--- src/rtl/pfx_lookup_pkg.sv ---
package pfx_lookup_pkg;
    // Default geometry of the lookup
    localparam int DEF_KEY_W   = 6;
    localparam int DEF_IX_ROWS = 8;
    localparam int DEF_DT_ROWS = 16;
    localparam int DEF_HOP_W   = 8;

    // Ternary compare: bits with care=0 are wildcards
    function automatic logic tern_hit(input logic [63:0] key,
                                      input logic [63:0] value,
                                      input logic [63:0] care);
        return ((key ^ value) & care) == 64'd0;
    endfunction

    // Row r lies inside [start, start+count), all as plain integers
    function automatic logic in_window(input int row, input int start, input int count);
        return (row >= start) && (row < start + count);
    endfunction
endpackage

--- src/rtl/tern_array.sv ---
module tern_array
    import pfx_lookup_pkg::*;
#(
    parameter int KW   = DEF_KEY_W,
    parameter int ROWS = DEF_DT_ROWS,
    localparam int AW  = $clog2(ROWS)
) (
    input  logic            clk,
    input  logic            rst,
    input  logic            wr_en,
    input  logic [AW-1:0]   wr_row,
    input  logic            wr_valid,
    input  logic [KW-1:0]   wr_value,
    input  logic [KW-1:0]   wr_care,
    input  logic [KW-1:0]   key,
    input  logic [ROWS-1:0] enable,
    output logic [ROWS-1:0] match
);
    logic [KW-1:0]   val_q  [ROWS];
    logic [KW-1:0]   care_q [ROWS];
    logic [ROWS-1:0] vld_q;

    for (genvar r = 0; r < ROWS; r++) begin : g_row
        always_ff @(posedge clk) begin
            if (rst) begin
                vld_q[r]  <= 1'b0;
                val_q[r]  <= '0;
                care_q[r] <= '0;
            end else if (wr_en && (wr_row == AW'(r))) begin
                vld_q[r]  <= wr_valid;
                val_q[r]  <= wr_value;
                care_q[r] <= wr_care;
            end
        end

        assign match[r] = enable[r] && vld_q[r] &&
                          tern_hit(64'(key), 64'(val_q[r]), 64'(care_q[r]));
    end

    // a write lands in its row at the edge it is sampled
    a_r8_write_lands: assert property (@(posedge clk) disable iff (rst)
        ($past(wr_en) && !$past(rst)) |-> (vld_q[$past(wr_row)] == $past(wr_valid)));
endmodule

--- src/rtl/first_hit.sv ---
module first_hit #(
    parameter int ROWS = 16,
    localparam int AW  = $clog2(ROWS)
) (
    input  logic [ROWS-1:0] req,
    output logic            found,
    output logic [AW-1:0]   idx
);
    // Lowest-numbered set bit wins: scan from the top so the lowest overwrites
    always_comb begin
        found = 1'b0;
        idx   = '0;
        for (int r = ROWS - 1; r >= 0; r--) begin
            if (req[r]) begin
                found = 1'b1;
                idx   = AW'(r);
            end
        end
    end
endmodule

--- src/rtl/word_store.sv ---
module word_store #(
    parameter int W    = 8,
    parameter int ROWS = 16,
    localparam int AW  = $clog2(ROWS)
) (
    input  logic          clk,
    input  logic          rst,
    input  logic          wr_en,
    input  logic [AW-1:0] wr_row,
    input  logic [W-1:0]  wr_data,
    input  logic [AW-1:0] rd_row,
    output logic [W-1:0]  rd_data
);
    logic [W-1:0] mem_q [ROWS];

    for (genvar r = 0; r < ROWS; r++) begin : g_word
        always_ff @(posedge clk) begin
            if (rst)                                 mem_q[r] <= '0;
            else if (wr_en && (wr_row == AW'(r)))    mem_q[r] <= wr_data;
        end
    end

    assign rd_data = mem_q[rd_row];
endmodule

--- src/rtl/pfx_lookup.sv ---
module pfx_lookup
    import pfx_lookup_pkg::*;
#(
    parameter int KEY_W   = DEF_KEY_W,
    parameter int IX_ROWS = DEF_IX_ROWS,
    parameter int DT_ROWS = DEF_DT_ROWS,
    parameter int HOP_W   = DEF_HOP_W,
    localparam int IX_AW  = $clog2(IX_ROWS),
    localparam int DT_AW  = $clog2(DT_ROWS),
    localparam int CNT_W  = $clog2(DT_ROWS + 1)
) (
    input  logic             clk,
    input  logic             rst,
    input  logic             key_valid,
    input  logic [KEY_W-1:0] key,
    input  logic             ix_wr_en,
    input  logic [IX_AW-1:0] ix_wr_row,
    input  logic             ix_wr_valid,
    input  logic [KEY_W-1:0] ix_wr_value,
    input  logic [KEY_W-1:0] ix_wr_care,
    input  logic [DT_AW-1:0] ix_wr_start,
    input  logic [CNT_W-1:0] ix_wr_count,
    input  logic             dt_wr_en,
    input  logic [DT_AW-1:0] dt_wr_row,
    input  logic             dt_wr_valid,
    input  logic [KEY_W-1:0] dt_wr_value,
    input  logic [KEY_W-1:0] dt_wr_care,
    input  logic [HOP_W-1:0] dt_wr_hop,
    output logic             res_valid,
    output logic             res_hit,
    output logic [HOP_W-1:0] res_hop,
    output logic [CNT_W-1:0] res_rows
);
    // Partition descriptor carried from stage 1 to stage 2
    typedef struct packed {
        logic [DT_AW-1:0] start;
        logic [CNT_W-1:0] count;
    } part_t;

    typedef struct packed {
        logic             valid;
        logic             hit;
        logic [KEY_W-1:0] key;
        part_t            part;
    } stage1_t;

    typedef struct packed {
        logic             valid;
        logic             hit;
        logic [HOP_W-1:0] hop;
        logic [CNT_W-1:0] rows;
    } result_t;

    // ---------------- Stage 1: index search ----------------
    logic [IX_ROWS-1:0] ix_match;
    logic               ix_found;
    logic [IX_AW-1:0]   ix_sel;
    part_t              ix_part;

    tern_array #(.KW(KEY_W), .ROWS(IX_ROWS)) u_ix_tcam (
        .clk(clk), .rst(rst),
        .wr_en(ix_wr_en), .wr_row(ix_wr_row), .wr_valid(ix_wr_valid),
        .wr_value(ix_wr_value), .wr_care(ix_wr_care),
        .key(key), .enable({IX_ROWS{1'b1}}), .match(ix_match)
    );

    first_hit #(.ROWS(IX_ROWS)) u_ix_pick (
        .req(ix_match), .found(ix_found), .idx(ix_sel)
    );

    word_store #(.W($bits(part_t)), .ROWS(IX_ROWS)) u_ix_mem (
        .clk(clk), .rst(rst),
        .wr_en(ix_wr_en), .wr_row(ix_wr_row),
        .wr_data({ix_wr_start, ix_wr_count}),
        .rd_row(ix_sel), .rd_data(ix_part)
    );

    stage1_t s1_q;

    always_ff @(posedge clk) begin
        if (rst) begin
            s1_q <= '0;
        end else begin
            s1_q.valid <= key_valid;
            s1_q.hit   <= key_valid && ix_found;
            s1_q.key   <= key;
            s1_q.part  <= ix_part;
        end
    end

    // ---------------- Stage 2: windowed data search ----------------
    logic [DT_ROWS-1:0] dt_enable;
    logic [DT_ROWS-1:0] dt_match;
    logic               dt_found;
    logic [DT_AW-1:0]   dt_sel;
    logic [HOP_W-1:0]   dt_hop;
    logic [CNT_W-1:0]   win_rows;

    for (genvar r = 0; r < DT_ROWS; r++) begin : g_win
        assign dt_enable[r] = s1_q.hit &&
                              in_window(r, int'(s1_q.part.start), int'(s1_q.part.count));
    end

    assign win_rows = CNT_W'($countones(dt_enable));

    tern_array #(.KW(KEY_W), .ROWS(DT_ROWS)) u_dt_tcam (
        .clk(clk), .rst(rst),
        .wr_en(dt_wr_en), .wr_row(dt_wr_row), .wr_valid(dt_wr_valid),
        .wr_value(dt_wr_value), .wr_care(dt_wr_care),
        .key(s1_q.key), .enable(dt_enable), .match(dt_match)
    );

    first_hit #(.ROWS(DT_ROWS)) u_dt_pick (
        .req(dt_match), .found(dt_found), .idx(dt_sel)
    );

    word_store #(.W(HOP_W), .ROWS(DT_ROWS)) u_dt_mem (
        .clk(clk), .rst(rst),
        .wr_en(dt_wr_en), .wr_row(dt_wr_row), .wr_data(dt_wr_hop),
        .rd_row(dt_sel), .rd_data(dt_hop)
    );

    result_t res_q;

    always_ff @(posedge clk) begin
        if (rst) begin
            res_q <= '0;
        end else begin
            res_q.valid <= s1_q.valid;
            res_q.hit   <= s1_q.valid && dt_found;
            res_q.hop   <= (s1_q.valid && dt_found) ? dt_hop : '0;
            res_q.rows  <= s1_q.valid ? win_rows : '0;
        end
    end

    assign res_valid = res_q.valid;
    assign res_hit   = res_q.hit;
    assign res_hop   = res_q.hop;
    assign res_rows  = res_q.rows;

    // ---------------- Assertions ----------------
    // every accepted key advances one stage per edge
    a_r7_stage1_follows: assert property (@(posedge clk) disable iff (rst)
        key_valid |=> s1_q.valid);
    a_r7_result_follows: assert property (@(posedge clk) disable iff (rst)
        s1_q.valid |=> res_valid);
    a_r7_no_spurious: assert property (@(posedge clk) disable iff (rst)
        !s1_q.valid |=> !res_valid);

    // first-level miss gives an empty result
    a_r5_index_miss: assert property (@(posedge clk) disable iff (rst)
        (s1_q.valid && !s1_q.hit) |=> (res_valid && !res_hit && res_hop == '0 && res_rows == '0));

    // enabled rows never exceed the descriptor's count
    a_r3_window_bound: assert property (@(posedge clk) disable iff (rst)
        (s1_q.valid && s1_q.hit) |=> (res_rows <= $past(s1_q.part.count)));

    // a hit needs at least one enabled row
    a_r9_hit_needs_rows: assert property (@(posedge clk) disable iff (rst)
        res_hit |-> (res_valid && res_rows != '0));
endmodule

--- config.mk ---
export PLATFORM = sky130hd
export DESIGN_NAME = pfx_lookup
export DESIGN_NICKNAME = d
export VERILOG_FILES = /design/src/rtl/pfx_lookup_pkg.sv /design/src/rtl/tern_array.sv /design/src/rtl/first_hit.sv /design/src/rtl/word_store.sv /design/src/rtl/pfx_lookup.sv
export SDC_FILE = /design/constraint.sdc
export NUM_CORES = 1
export LEC_CHECK = 0
export ABC_CLOCK_PERIOD_IN_PS = 8550
export BUFFER_PORTS_ARGS = -buffer_cell sky130_fd_sc_hd__buf_2
export CAP_MARGIN = 20
export CORE_UTILIZATION = 50
export CTS_BUF_LIST = sky130_fd_sc_hd__clkbuf_16
export DETAILED_ROUTE_END_ITERATION = 10
export GPL_TIMING_DRIVEN = 0
export HOLD_SLACK_MARGIN = 0.05
export PLACE_DENSITY = 0.64
export REMOVE_ABC_BUFFERS = 1
export SETUP_SLACK_MARGIN = 0.1
export SYNTH_ARGS = -nofsm -noshare
export SYNTH_HDL_FRONTEND = slang
export SYNTH_SLANG_ARGS = --single-unit
--- constraint.sdc ---
create_clock -name clk -period 8.55 [get_ports clk]
set_clock_uncertainty 0.2 [all_clocks]
set_input_delay 1.2825 -clock clk [delete_from_list [all_inputs] [get_ports clk]]
set_output_delay 1.2825 -clock clk [all_outputs]
set_load 0.1 [all_outputs]
Word level (Yosys, flattened, before mapping)
Memory sizes are Yosys's and may differ from the RTL's. A register that Yosys moved wholly into a read port is not among the register bits.
Cells that the tools add are included.
{"block": "op_classes", "add_sub_neg": 16, "mul": 0, "n_div": 0, "magnitude_cmp": 31, "n_eq_ne": 22, "shift": 0, "muxes": 194, "bitwise_logic": 122, "reduce_logical": 125}
{"operator": "AND 64 x 6 -> 64 bit", "n": 24}
{"operator": "logical NOT 64 bit", "n": 24}
{"operator": "two-way mux 6 bit", "n": 48}
{"operator": "< comparator 5 x 32 -> 1 bit, first input constant", "n": 7}
{"operator": "bitwise XOR 6 bit", "n": 24}
{"operator": "< comparator 4 x 32 -> 1 bit, first input constant", "n": 4}
{"operator": "two-way mux 8 bit", "n": 16}
{"operator": "two-way mux 1 bit", "n": 98}
{"operator": "logical AND 1 bit", "n": 97}
{"operator": "two-way mux 9 bit", "n": 8}
{"operator": "bitwise OR 1 bit", "n": 72}
{"operator": "< comparator 3 x 32 -> 1 bit, first input constant", "n": 2}
{"operator": "two-way mux 4 bit", "n": 16}
{"operator": "== test 4 bit, second input constant", "n": 8}
{"operator": "< comparator 1 x 32 -> 1 bit, first input constant", "n": 1}
{"operator": "< comparator 2 x 32 -> 1 bit, first input constant", "n": 1}
{"operator": ">= comparator 4 bit, first input constant", "n": 7}
{"operator": "two-way mux 3 bit", "n": 8}
{"operator": "adder 1 x 1 -> 2 bit", "n": 8}
{"operator": "== test 4 x 3 -> 1 bit, second input constant", "n": 4}
{"operator": ">= comparator 3 x 4 -> 1 bit, first input constant", "n": 4}
{"operator": "adder 2 x 2 -> 3 bit", "n": 4}
{"operator": "== test 3 bit, second input constant", "n": 4}
{"operator": "adder 3 x 3 -> 4 bit", "n": 2}
{"operator": "13 further kinds", "n": 19}
{"block": "word_totals", "regBits": 39, "latchBits": 0, "mem_bits_rw": 488, "mem_bits_ro": 0, "inputBits": 61, "out_inout_bits": 15, "wordCells": 546, "memories": 6}
{"name": "u_dt_mem.mem_q", "depth": 16, "width": 8, "read_ports": 1, "rd_ports_with_merged_regs": 1, "write_ports": 16, "line_no": "word_store.sv:14", "text": "logic [W-1:0] mem_q [ROWS];"}
{"name": "u_dt_tcam.care_q", "depth": 16, "width": 6, "read_ports": 16, "rd_ports_with_merged_regs": 0, "write_ports": 16, "line_no": "tern_array.sv:20", "text": "logic [KW-1:0] care_q [ROWS];"}
{"name": "u_dt_tcam.val_q", "depth": 16, "width": 6, "read_ports": 16, "rd_ports_with_merged_regs": 0, "write_ports": 16, "line_no": "tern_array.sv:19", "text": "logic [KW-1:0] val_q [ROWS];"}
{"name": "u_ix_mem.mem_q", "depth": 8, "width": 9, "read_ports": 1, "rd_ports_with_merged_regs": 1, "write_ports": 8, "line_no": "word_store.sv:14"}
{"name": "u_ix_tcam.care_q", "depth": 8, "width": 6, "read_ports": 8, "rd_ports_with_merged_regs": 0, "write_ports": 8, "line_no": "tern_array.sv:20"}
{"name": "u_ix_tcam.val_q", "depth": 8, "width": 6, "read_ports": 8, "rd_ports_with_merged_regs": 0, "write_ports": 8, "line_no": "tern_array.sv:19"}

Depth between registers and ports, before layout
{"block": "logic_depth", "ltp_word": 24, "ltp_mapped": 19}

By module
A second synthesis with hierarchy kept.
{"block": "unflattened", "hier_cells": 1923, "area_unflattened_um2": 25667.1}
{"mod": "tern_array (u_dt_tcam)", "n_inst": 1, "cells_per_inst": 732, "area_per_inst_um2": 9527.9}
{"mod": "word_store (u_dt_mem)", "n_inst": 1, "cells_per_inst": 384, "area_per_inst_um2": 5915.7}
{"mod": "tern_array (u_ix_tcam)", "n_inst": 1, "cells_per_inst": 355, "area_per_inst_um2": 4747.1}
{"mod": "word_store (u_ix_mem)", "n_inst": 1, "cells_per_inst": 216, "area_per_inst_um2": 3344.5}
{"mod": "pfx_lookup", "n_inst": 1, "cells_per_inst": 190, "area_per_inst_um2": 1873.0}
{"mod": "first_hit (u_dt_pick)", "n_inst": 1, "cells_per_inst": 33, "area_per_inst_um2": 178.9}
{"mod": "first_hit (u_ix_pick)", "n_inst": 1, "cells_per_inst": 13, "area_per_inst_um2": 80.1}

Least setup slack after synthesis
Ideal clock, no wire load.
{"block": "synth_path", "path_kind": "register to register", "start": "register s1_q[6] (netlist name)", "end": "register res_q (netlist bit res_rows[4])", "setup_time_ps": 58, "arrival_ps": 4880, "required_time_ps": 8292, "path_slack_ps": 3412, "stages_incl_launch_ff": 20, "cell_sequence": "dfxtp_1 > clkbuf_1 > inv_1 > fa_1 > nand2b_1 > a2bb2oi_1 > o2111ai_2 > buf_6 > o21a_1 > fa_1 > inv_1 > fa_1 > fa_1 > inv_1 > fa_1 > ha_1 > inv_1 > fa_1 > nor2b_1 > o211a_1"}
{"block": "synth_via", "elab_chain_len": 8}
{"element": "adder 4 x 5 -> 6 bit", "line_no": "pfx_lookup_pkg.sv:17", "text": "return (row >= start) && (row < start + count);"}
{"element": "< comparator 1 x 32 -> 1 bit, or another cell as far along", "line_no": "pfx_lookup_pkg.sv:17"}
{"element": "logical AND 1 bit", "line_no": "pfx_lookup_pkg.sv:17"}
{"element": "logical AND 1 bit", "line_no": "pfx_lookup.sv:100", "text": "assign dt_enable[r] = s1_q.hit &&"}
{"element": "adder 1 x 1 -> 2 bit (implied by the code)", "line_no": "pfx_lookup.sv:104", "text": "assign win_rows = CNT_W'($countones(dt_enable));"}
{"element": "adder 2 x 2 -> 3 bit (implied by the code)", "line_no": "pfx_lookup.sv:104"}
{"element": "adder 3 x 3 -> 4 bit (implied by the code)", "line_no": "pfx_lookup.sv:104"}
{"element": "adder 4 x 4 -> 5 bit (implied by the code) (*)", "line_no": "pfx_lookup.sv:104"}
{"element": "to (decl)", "line_no": "pfx_lookup.sv:123", "text": "result_t res_q;"}
Every way passes the cells marked *; elsewhere a longest branch is shown, timed or not.
A chain may end at the register's enable or synchronous reset.

Worst setup path in the final report
{"block": "layout_path", "start": "register s1_q[5] (netlist name)", "end": "register res_q (netlist bit res_rows[2])"}
{"block": "layout_via", "elab_chain_len": 8}
{"element": "adder 4 x 5 -> 6 bit", "line_no": "pfx_lookup_pkg.sv:17"}
{"element": "< comparator 1 x 32 -> 1 bit, or another cell as far along", "line_no": "pfx_lookup_pkg.sv:17"}
{"element": "logical AND 1 bit", "line_no": "pfx_lookup_pkg.sv:17"}
{"element": "logical AND 1 bit", "line_no": "pfx_lookup.sv:100"}
{"element": "adder 1 x 1 -> 2 bit (implied by the code)", "line_no": "pfx_lookup.sv:104"}
{"element": "adder 2 x 2 -> 3 bit (implied by the code)", "line_no": "pfx_lookup.sv:104"}
{"element": "adder 3 x 3 -> 4 bit (implied by the code)", "line_no": "pfx_lookup.sv:104"}
{"element": "adder 4 x 4 -> 5 bit (implied by the code) (*)", "line_no": "pfx_lookup.sv:104"}
Marked as above.

==> flow_summary.toml <==
[synthesis]
synth_top_area_share_pct = 58.1
synthDistinctLibCells = 74
synth_seq_cells = 544
synth_top_cell_by_area = "edfxtp_1"
synth_area_um2 = 25200
yosysWarnings = 0
synth_area_leaders = "edfxtp_1 (58%), and2_1 (12%), xor2_1 (5.0%)"
seq_area_frac_synth_pct = 62.5
syn-instance-count = 1960
synth_ff_type = "edfxtp_1"
async_reset_ff_share_pct = 0
syn_avg_cell_area_um2 = 12.9
synth_edf_count = 488

[floorplanning]
initial_core_util_pct = 51.1
die-height_um = 227
dieWidth_um = 227
rows = 81
die-area_um2 = 51400
coreArea_um2 = 49400
io_pins = 76

[sta]
fin_hold_ws_ns = 0.273
hold_viol = 0
rsz0062_at_grt = "no"
setup_viol = 0
maxSlewHeadroom_pct = 25.5
fin_setup_tns_ns = 0
fin_crit_ns = 5.88
slew_violations = 0
worst_pin_slew_ns = 1.12
timing.final.crit_share_pct = 68.8
max_freq_mhz = 170

[cts]
ctsHoldBuffers = 0
htree_levels = 2
cts_buffers = 57
cts_buffer_depth = 3
cts_tree = "yes"
clock_sinks = 544
cts_resized = 0
clock_latency_ns = 0.61
cts_root_buf = "clkbuf_16"
path_clk_slew_ns = 0.06
cts_setup_buffers = 0

[detailed_routing]
viasPerCell = 5.67
wire_per_inst_um = 23.2
drt_pass1_iterations = 5
drc = 0
vias = 15400
routed_wl_mm = 62.9
ant_nets = 0
drt_iter0_markers = 1299

[grt]
grt_usage_pct = 25.0
grt_max_degree = 73
antenna_found_initial = 3
grt_pass1_vias = 15300
grt-ovfl-total = 0
grt_first_pass_wirelength_mm = 94.0

[placed_design]
dp_hpwl_mm = 40.2
io_buffers = 75
place_area_um2 = 26200
gp_congestion = 0.926

[finish]
fillers = 4068
fin_nets = 2079
register_area_um2 = 15800
multi_input_area_um2 = 8730
layout-drive-gt1-share_pct = 13.0
stdcell_area_um2 = 28200
areaGrowthSynthToFinish_pct = 11.8

[min_path]
hold_class = "reg -> reg"
min_from = "u_dt_tcam.vld_q[4]"

[worst_setup_path]
start_kind = "flip-flop"
cp.arrival_ns = 6.19
reg2reg_slack_ns = 2.67
startpoint = "s1_q[5]"
cp.required_ns = 8.86
timing.rr.start = "s1_q[5]"
worstPathMaxFanout = 14
worstSetupEndpointType = "flip-flop"
worstSetupPathType = "reg -> reg"

[pwr]
cellPowerDensity_nw_per_um2 = 212
peakVddDrop_uv = 127
p_leak_nw = 10.7

[job]
max_cap_viol_count = 0

[status]
status = "finished clean"
## layout make-up
type	count	area share [%]
Tap cell	664	2.94
Clock buffer	58	5.14
Antenna cell	3	0.0266
Sequential cell	544	55.9
Timing Repair Buffer	106	2.93
Inverter	47	0.625
Clock inverter	49	1.49
Multi-Input combinational cell	1242	30.9
## path summary, 6_finish.rpt
check                       endpoint  cells after the start
hold / removal    u_dt_tcam.vld_q[4]                      2
hold reg to reg   u_dt_tcam.vld_q[4]                      2
setup reg to reg         res_rows[2]                     18
setup / recovery         res_rows[2]                     18
## routing by layer
layer  track usage, %  share of wire (%)  wire length [um]  vias to the layer above
li1                 -                  -                 -                     7108
met5                0                  0                 0                        -
met4             9.83                3.2              2010                        0
met3             2.97                4.5              2820                      112
met1             32.0                 42             26300                     7728
met2             43.3                 51             31800                      440
## stage by stage
step / instances / power, mW / utilization, % / setup slack (ns)
after floorplan: 1833 / 3.37 / - / 3.38
after global placement: 2572 / 3.53 / 52.3 / 2.62
after detailed placement: 2598 / 3.56 / 53.2 / 2.70
after CTS: 2705 / 6.02 / 57.0 / 2.66
after global routing: 2713 / 6.17 / 57.2 / 2.32
final: 2713 / 5.99 / 57.2 / 2.67
## power breakdown
part,internal (mW),switching [mW],leakage (nW)
sequential,3.05,0.0666,5.15
clock,1.44,1.04,0.957
combinational,0.128,0.261,4.55
total,4.62,1.37,10.7
## critical path: stages (launching register included)
cell and delay [ns]:
dfxtp_1 0.58, ha_1 0.29, inv_1 0.07, fa_1 0.48
nand2b_1 0.19, a2bb2oi_1 0.19, o2111ai_2 0.39, o211a_1 0.42
fa_1 0.52, inv_1 0.05, fa_1 0.45, fa_1 0.49
inv_1 0.05, fa_1 0.48, ha_1 0.16, inv_1 0.05
fa_1 0.37, nor2b_1 0.15, nor3_1 0.20
## Yosys cell counts (all sizes together), types with 7 or more instances
cell / n
xor2: 146
inv: 47
mux2: 36
nand3: 43
nor2: 41
a222oi: 22
mux2i: 32
a21o: 24
buf: 43
a22oi: 42
nand4b: 9
dfxtp: 56
a32oi: 16
o211ai: 8
ha: 9
and3: 10
nand4: 27
o2111ai: 7
a21oi: 41
o21ai: 35
nor3: 26
clkbuf: 84
and2: 493
edfxtp: 488
nand2: 62
a22o: 9
nor2b: 13
o22ai: 18
fa: 11
## logic make-up (layout without fill, tap and decap cells)
| group | Yosys count | after routing | synth area share (%) |
|---|---|---|---|
| simple gates | 754 | 754 | 17.8 |
| fa+ha+maj | 20 | 20 | 1.32 |
| other cells | 0 | 3 | 0 |
| xor+xnor | 147 | 147 | 5.13 |
| flops | 544 | 544 | 62.5 |
| mux | 68 | 68 | 2.88 |
| buf+inv | 174 | 260 | 3.18 |
| compound gates | 253 | 253 | 7.25 |
## flip-flops by register name, indices dropped and copies added (netlist names)
| signal | count |
|---|---|
| u_ix_tcam.care_q | 48 |
| u_dt_tcam.care_q | 96 |
| res_hit | 1 |
| u_dt_tcam.val_q | 96 |
| res_valid | 1 |
| s1_q | 17 |
| u_dt_tcam.vld_q | 16 |
| res_rows | 5 |
| u_ix_mem.mem_q | 72 |
| u_dt_mem.mem_q | 128 |
| u_ix_tcam.val_q | 48 |
| res_hop | 8 |
| u_ix_tcam.vld_q | 8 |
## cell usage in the layout, fill, tap and decap left out, types with 32 or more instances in the layout
cell,Yosys,final
a21oi_1,40,40
a22oi_1,42,42
and2_1,493,493
buf_2,21,75
clkbuf_16,0,58
dfxtp_1,56,54
edfxtp_1,488,488
inv_1,47,57
mux2_2,36,36
mux2i_1,32,32
nand2_1,60,59
nand3_1,41,41
nor2_1,40,36
o21ai_0,33,33
xor2_1,145,145
Note: power is estimated with default switching activity, not from simulation.
